### src/rtl/ts_twostep_pkg.sv
package ts_twostep_pkg;
  localparam int TSF_SUB_W     = 8;
  localparam int TSF_ID_W      = 9;
  localparam int TSF_STAT_VLD  = 0;
  localparam int TSF_STAT_OVF  = 1;
  localparam int TSF_STAT_TX   = 2;
  localparam int TSF_STAT_PORT = 3;

  // upper identifier bits, carried in the stamp field of the second entry
  function automatic logic [31:0] id_upper(input logic [TSF_ID_W-1:0] id);
    return 32'(id >> TSF_SUB_W);
  endfunction

  // low identifier bits, carried in the sub-ns field of the second entry
  function automatic logic [TSF_SUB_W-1:0] id_lower(input logic [TSF_ID_W-1:0] id);
    return id[TSF_SUB_W-1:0];
  endfunction
endpackage

### src/rtl/ts_pair_store.sv
module ts_pair_store #(
  parameter int DEPTH = 64,
  parameter int ENT_W = 46,
  localparam int AW = $clog2(DEPTH)
) (
  input  logic             clk,
  input  logic             wr_en,
  input  logic [AW-1:0]    wr_idx,
  input  logic [ENT_W-1:0] word_a,
  input  logic [ENT_W-1:0] word_b,
  input  logic [AW-1:0]    rd_idx,
  output logic [ENT_W-1:0] rd_word
);
  logic [ENT_W-1:0] mem [DEPTH];
  logic [AW-1:0]    wr_idx_b;

  assign wr_idx_b = wr_idx + AW'(1);

  always_ff @(posedge clk) begin
    if (wr_en) begin
      mem[wr_idx]   <= word_a;
      mem[wr_idx_b] <= word_b;
    end
  end

  assign rd_word = mem[rd_idx];
endmodule

### src/rtl/ts_fifo_ctrl.sv
module ts_fifo_ctrl #(
  parameter int DEPTH = 64,
  localparam int AW    = $clog2(DEPTH),
  localparam int CNT_W = $clog2(DEPTH + 1)
) (
  input  logic             clk,
  input  logic             rst_n,
  input  logic             push_pair,
  input  logic             pop_req,
  output logic             accept,
  output logic             drop,
  output logic             pop_ok,
  output logic [AW-1:0]    wr_idx,
  output logic [AW-1:0]    rd_idx,
  output logic [CNT_W-1:0] occ,
  output logic             ovf
);
  logic fits, empty_pop;
  logic [CNT_W-1:0] occ_d;

  assign fits      = occ <= CNT_W'(DEPTH - 2);
  assign accept    = push_pair & fits;
  assign drop      = push_pair & ~fits;
  assign pop_ok    = pop_req & (occ != '0);
  assign empty_pop = pop_req & (occ == '0);

  always_comb begin
    occ_d = occ;
    if (accept) occ_d = occ_d + CNT_W'(2);
    if (pop_ok) occ_d = occ_d - CNT_W'(1);
  end

  always_ff @(posedge clk or negedge rst_n) begin
    if (!rst_n) begin
      occ    <= '0;
      wr_idx <= '0;
      rd_idx <= '0;
      ovf    <= 1'b0;
    end else begin
      occ <= occ_d;
      if (accept)         wr_idx <= wr_idx + AW'(2);
      if (pop_ok)         rd_idx <= rd_idx + AW'(1);
      if (drop)           ovf    <= 1'b1;
      else if (empty_pop) ovf    <= 1'b0;
    end
  end
endmodule

### src/rtl/ts_twostep_fifo.sv
module ts_twostep_fifo
  import ts_twostep_pkg::*;
#(
  parameter int DEPTH  = 64,
  parameter int PORT_W = 7,
  parameter int NS_W   = 30,
  localparam int ENT_W  = 1 + PORT_W + NS_W + TSF_SUB_W,
  localparam int AW     = $clog2(DEPTH),
  localparam int CNT_W  = $clog2(DEPTH + 1),
  localparam int STAT_W = TSF_STAT_PORT + PORT_W
) (
  input  logic                 clk,
  input  logic                 rst_n,
  input  logic                 egr_stamp_vld,
  input  logic [PORT_W-1:0]    egr_port,
  input  logic [NS_W-1:0]      egr_ns,
  input  logic [TSF_SUB_W-1:0] egr_subns,
  input  logic [TSF_ID_W-1:0]  egr_frame_id,
  input  logic                 sw_next,
  output logic [STAT_W-1:0]    status,
  output logic [NS_W-1:0]      head_stamp,
  output logic [TSF_SUB_W-1:0] head_subns,
  output logic                 irq
);
  // named internal events, also observed by the bound checker
  logic             pair_accept, pair_drop, pop_done, ovf_flag;
  logic [AW-1:0]    wr_idx, rd_idx;
  logic [CNT_W-1:0] occ_cnt;
  logic [ENT_W-1:0] word_ts, word_id, head_word;
  logic             head_vld;

  assign word_ts = {1'b1, egr_port, egr_ns, egr_subns};
  assign word_id = {1'b0, egr_port, NS_W'(id_upper(egr_frame_id)), id_lower(egr_frame_id)};

  ts_fifo_ctrl #(.DEPTH(DEPTH)) u_ctrl (
    .clk      (clk),
    .rst_n    (rst_n),
    .push_pair(egr_stamp_vld),
    .pop_req  (sw_next),
    .accept   (pair_accept),
    .drop     (pair_drop),
    .pop_ok   (pop_done),
    .wr_idx   (wr_idx),
    .rd_idx   (rd_idx),
    .occ      (occ_cnt),
    .ovf      (ovf_flag)
  );

  ts_pair_store #(.DEPTH(DEPTH), .ENT_W(ENT_W)) u_store (
    .clk    (clk),
    .wr_en  (pair_accept),
    .wr_idx (wr_idx),
    .word_a (word_ts),
    .word_b (word_id),
    .rd_idx (rd_idx),
    .rd_word(head_word)
  );

  assign head_vld = occ_cnt != '0;

  always_comb begin
    status                         = '0;
    status[TSF_STAT_VLD]           = head_vld;
    status[TSF_STAT_OVF]           = ovf_flag;
    status[TSF_STAT_TX]            = head_vld & head_word[ENT_W-1];
    status[TSF_STAT_PORT +: PORT_W] = head_vld ? head_word[ENT_W-2 -: PORT_W] : '0;
    head_stamp = head_vld ? head_word[TSF_SUB_W +: NS_W] : '0;
    head_subns = head_vld ? head_word[TSF_SUB_W-1:0] : '0;
  end

  assign irq = head_vld;
endmodule

### config.mk
export PLATFORM = sky130hd
export DESIGN_NAME = ts_twostep_fifo
export DESIGN_NICKNAME = d
export VERILOG_FILES = /design/src/rtl/ts_twostep_pkg.sv /design/src/rtl/ts_pair_store.sv /design/src/rtl/ts_fifo_ctrl.sv /design/src/rtl/ts_twostep_fifo.sv
export SDC_FILE = /design/constraint.sdc
export NUM_CORES = 2
export LEC_CHECK = 0
export BUFFER_PORTS_ARGS = -buffer_cell sky130_fd_sc_hd__buf_4
export CAP_MARGIN = 20
export CELL_PAD_IN_SITES_DETAIL_PLACEMENT = 0
export CELL_PAD_IN_SITES_GLOBAL_PLACEMENT = 2
export CORE_MARGIN = 2
export CORE_UTILIZATION = 55
export CTS_CLUSTER_SIZE = 40
export DETAILED_ROUTE_END_ITERATION = 7
export GPL_TIMING_DRIVEN = 1
export PLACE_DENSITY = 0.84
export SLEW_MARGIN = 20
export SYNTH_ARGS = -nofsm -noshare
export SYNTH_HDL_FRONTEND = slang
export SYNTH_SLANG_ARGS = --single-unit
### constraint.sdc
create_clock -name clk -period 10.6 [get_ports clk]
set_clock_uncertainty 0.05 [all_clocks]
set_input_delay 1.59 -clock clk [delete_from_list [all_inputs] [get_ports clk]]
set_output_delay 1.59 -clock clk [all_outputs]
set_load 0.05 [all_outputs]
# Yosys cells after proc, flatten, opt, wreduce, memory -nomap -nowiden
# Memories as Yosys holds them, arrays and structs flattened.
# Cells that the tools add are included.
# totals
regBits	20
mem_bits_rw	2944
word_cells	29
mem_count	1
# mem_list
name	words	word_bits	rd	rd_clocked_by_memory_dff	write_ports	line_no	rtl
u_store.mem	64	46	1	0	2	ts_pair_store.sv:14	logic [ENT_W-1:0] mem [DEPTH];
# op_classes
add_sub_neg	5
magnitude_cmp	1
muxes	9
n_bitwise	6
n_reduce_logical	3
# op_table
op	n
$mux W30	1
$mux W7	3
$add A6 B1 Y6 const B	2
$mux W8	1
$add A7 B2 Y7 const B	1
$le A7 B6 Y1 const B	1
$logic_not A7 Y1	1
$reduce_bool A7 Y1	1
$sub A7 B1 Y7 const B	1
$add A6 B2 Y6 const B	1
$and A1 B1 Y1	5
$mux W1	4
$reduce_bool A2 Y1	1
$not A1 Y1	1

# Depth between registers and ports, before layout
# logic_depth
ltp_word	5
mapped_depth	10
depth_no_buf	8

# Hierarchy
# Synthesis repeated with hierarchy kept, for this count alone.
# hier_totals
cells_unflattened	9096
area_unflattened_um2	152811.6
# by_module_without_submodules
module	n_inst	cells_each	area_each_um2	seq_area_each_um2
ts_pair_store	1	8928	151079.9	88404.8
ts_fifo_ctrl	1	105	1126.1	475.5
ts_twostep_fifo	1	63	605.6	0.0

# Worst setup path before layout
# Ideal clock, no wire load.
# synth_timing
path_kind	in2reg
start	in egr_stamp_vld
end	mem u_store.mem[56][0], enable pin
arrival_ps	4765
t_required_ps	10084
setup_slack_ps	5319
cell_stages	5
path_cell_list	nand2b_1 -> a21oi_1 -> clkbuf_1 -> nand2_1 -> nor2_1
# synth_rtl
element	line_no	rtl
from (decl)	ts_twostep_fifo.sv:14	input logic egr_stamp_vld,
to (decl)	ts_pair_store.sv:14	

# Worst setup path after layout
# layout_timing
start	reg u_ctrl.rd_idx[2]
end	out head_stamp[14]
# layout_between
elab_chain_cells	2
# layout_rtl
element	line_no	rtl
from (decl)	ts_fifo_ctrl.sv:14	output logic [AW-1:0] rd_idx,
from (signal assigned)	ts_fifo_ctrl.sv:42	if (pop_ok) rd_idx <= rd_idx + AW'(1);
$mem_v2 Z64 W46	--	
$mux W30	ts_twostep_fifo.sv:67	head_stamp = head_vld ? head_word[TSF_SUB_W +: NS_W] : '0;
to (decl)	ts_twostep_fifo.sv:21	output logic [NS_W-1:0] head_stamp,
# No other way between the ends.

==> results.cfg <==
[outcome]
outcome = finished clean

[timing]
max_freq_mhz = 154.1
max-slew-margin-rel_pct = 26.17
period_needed_ns = 6.489
tns_ns = 0
setup_viol = 0
final_max_slew_viol_count = 0
holdWs_ns = 0.4239
finalCritPeriodShare_pct = 61.22
worstMarginPinSlew_ns = 1.107
rsz0062_at_grt = false
hold_viol = 0

[clocking]
root_buffer = clkbuf_16
hold_buffers = 0
cts_inserted_buffers = 168
worstSkewPairLatency_ns = 0.76
cts_setup_buffers = 0
cts_buffer_depth = 3
cts_resized = 0
clk_pin_slew_ns = 0.06
clock_sinks = 1747
h-tree-depth = 4
cts_tree = done

[worst_setup_path]
required_ns = 8.96
critPathMaxFanout = 64
crit_slowest_cell = dfrtp_4
critPathLaunch = u_ctrl.rd_idx[2]
startpoint_type = flip-flop
r2r_start = u_ctrl.occ[1]
cp_common_cell = buf_4
slowest_delay_ns = 0.88
worst_ep_arrival_time_ns = 4.85
path_cells = buf_4 -> buf_4 -> mux4_2 -> mux4_2 -> nand2_1 -> a21oi_1 -> buf_4
crit_path_end_kind = output port
reg2reg_depth = 7
crit_type = flip-flop to output port

[routing]
num_vias = 31830
drt_pre_antenna_iters = 5
viasPerCell = 6.587
wire_per_inst_um = 33.29
drtIter0Drc = 4379
drcViolationCount = 0
ant_nets = 0
routed_wl_um = 160900

[floorplan]
core_um2 = 121400
initial_core_util_pct = 55.29
fp.dieArea_um2 = 124800
row_count = 128
die_h_um = 353.3
pin_count = 107
die_w_um = 353.3

[grt]
grt_max_degree = 133
grt_usage_pct = 25.99
grt_pass1_wl_um = 229600
grt_pass1_vias = 32230
gr-total-overflow = 0
antenna_found_initial = 12

[yosys]
ys_async_sr_fraction_pct = 1.088
synth-edff-count = 1728
synth.area.top_cells = edfxtp_1 (77%), mux4_2 (16%), mux2i_1 (1.0%)
synthCells = 2892
synth_top_area_cell = edfxtp_1
yosys.area.top_type_share_pct = 77.31
ys.flop_type = edfxtp_1
yosysUniqueCellTypes = 61
synth.avg_cell_area_um2 = 23.21
yosysSeqAreaShare_pct = 78.02
ys_seq_elements = 1747
yosysWarnings = 0
mappedNetlistNets = 2959
netlist_area_um2 = 67120

[place]
gp_congestion = 0.7507
place.detailed.hpwl_um = 78010
port_buffers = 106

[final_layout]
nets = 3143
drive_above_1_share_pct = 29.04
area_growth_pct = 11.99
fillers = 8202

[job]
maxCapViolCount = 0

[power]
pwr_density_cell_nw_per_um2 = 263.4
leakagePower_uw = 0.02351
peakVddDrop_mv = 0.2538

[min_path]
holdPathStages = 2
hp-start = u_ctrl.ovf
hold_path_class = flip-flop to flip-flop
-- flip-flops by register name, summed over array words and instances (netlist names) --
register,flops
u_ctrl.occ,7
u_store.mem,1728
u_ctrl.rd_idx,6
u_ctrl.ovf,1
u_ctrl.wr_idx,5
-- routing by layer --
layer / up-vias / global-route usage (%) / share of wire [%]
li1: 12700 / - / -
met1: 17120 / 36.27 / 38
met2: 1687 / 42.26 / 50
met3: 305 / 5.344 / 9.3
met4: 16 / 7.515 / 2.7
met5: - / 0 / 0.057
-- power breakdown --
| group | total, µW | switching (µW) | internal [µW] |
|---|---|---|---|
| sequential | 8180 | 223 | 7960 |
| combinational | 5880 | 3390 | 2490 |
| clock | 5740 | 2460 | 3270 |
-- layout by cell type (no fill, tap or decap), types with 3 or more instances in the layout --
cell type,netlist,layout
or2_2,3,3
o21ai_0,20,20
mux4_2,475,475
and2_1,4,4
edfxtp_1,1728,1728
a22oi_1,14,14
dfrtp_1,19,13
a31oi_1,11,11
a211oi_1,10,10
clkbuf_16,0,175
clkinv_2,0,30
ha_1,9,9
nor2_1,53,21
nor3_1,3,3
and3_1,3,3
clkbuf_1,65,34
inv_1,8,7
o22ai_1,16,16
a21oi_1,44,44
xnor2_1,13,13
nor2_4,0,32
nor2b_1,13,13
and4_1,3,3
bufinv_16,0,11
a21o_1,3,3
dfrtp_4,0,4
mux2i_1,69,69
inv_6,0,8
nand3_1,18,18
mux2_2,6,6
buf_4,23,168
clkinv_1,1,36
nand4_1,6,6
nand2_1,113,112
diode_2,0,4
o32ai_1,7,7
o221ai_1,10,10
a211o_1,14,14
-- path summary, 6_finish.rpt --
check,endpoint,slack [ns]
min in group asynchronous,u_ctrl.occ[0],0.67
max in group asynchronous,u_ctrl.rd_idx[3],9.55
worst max-delay path,head_stamp[14],4.11
worst min-delay path,u_ctrl.ovf,0.42
worst max register to register,u_store.mem[6][1],6.38
worst min register to register,u_ctrl.ovf,0.42
-- Yosys cell counts, drive strengths merged (3+ instances only) --
master	count
inv	10
ha	9
and3	3
o21ai	22
dfrtp	19
a21oi	44
o32ai	7
mux2i	69
clkbuf	65
edfxtp	1728
and2	5
xnor2	13
and4	3
o221ai	10
mux2	6
nor2	53
nand3	18
nand2	113
buf	94
nand4	6
a21o	3
a211oi	10
a211o	14
nand2b	3
a31oi	11
mux4	475
nor2b	13
nor3	4
a22oi	14
o22ai	16
or2	3
-- metrics by stage --
stage,instances,util (%),setup WS [ns],instance area [µm²],power (µW)
after floorplan,2892,-,5.319,67120,12570
after global placement,4530,57.57,4.879,69890,14140
after detailed placement,4530,57.57,4.909,69890,14240
after CTS,4827,61.88,4.059,75120,19930
after global routing,4829,61.91,3.869,75160,20510
final,4832,61.92,4.111,75160,19800
-- final cells by class --
type,count,area [µm²],share of cell area [%]
Tap cell,1625,2033,2.705
Clock inverter,88,720.7,0.9588
Multi-Input combinational cell,975,14110,18.77
Sequential cell,1747,52380,69.69
Inverter,11,48.80,0.06492
Timing Repair Buffer,173,1351,1.798
Clock buffer,209,4507,5.996
Antenna cell,4,10.01,0.01332
-- cell families after synthesis --
group / synth area share (%)
AO/OA/AOI/OAI: 1.719
XOR/XNOR: 0.1827
adder cells (fa/ha/maj): 0.1678
buffers and inverters: 1.318
flip-flops: 78.02
multiplexers: 17.07
AND/OR/NAND/NOR: 1.521
-- worst max-delay path, delay by kind of cell (launching register included) --
kind                   cells  cell delay, ns
AO/OA/AOI/OAI              1            0.16
buffers and inverters      3            1.93
AND/OR/NAND/NOR            1            0.09
flip-flops                 1            0.88
multiplexers               2            0.97
(Power assumes the default switching activity.)
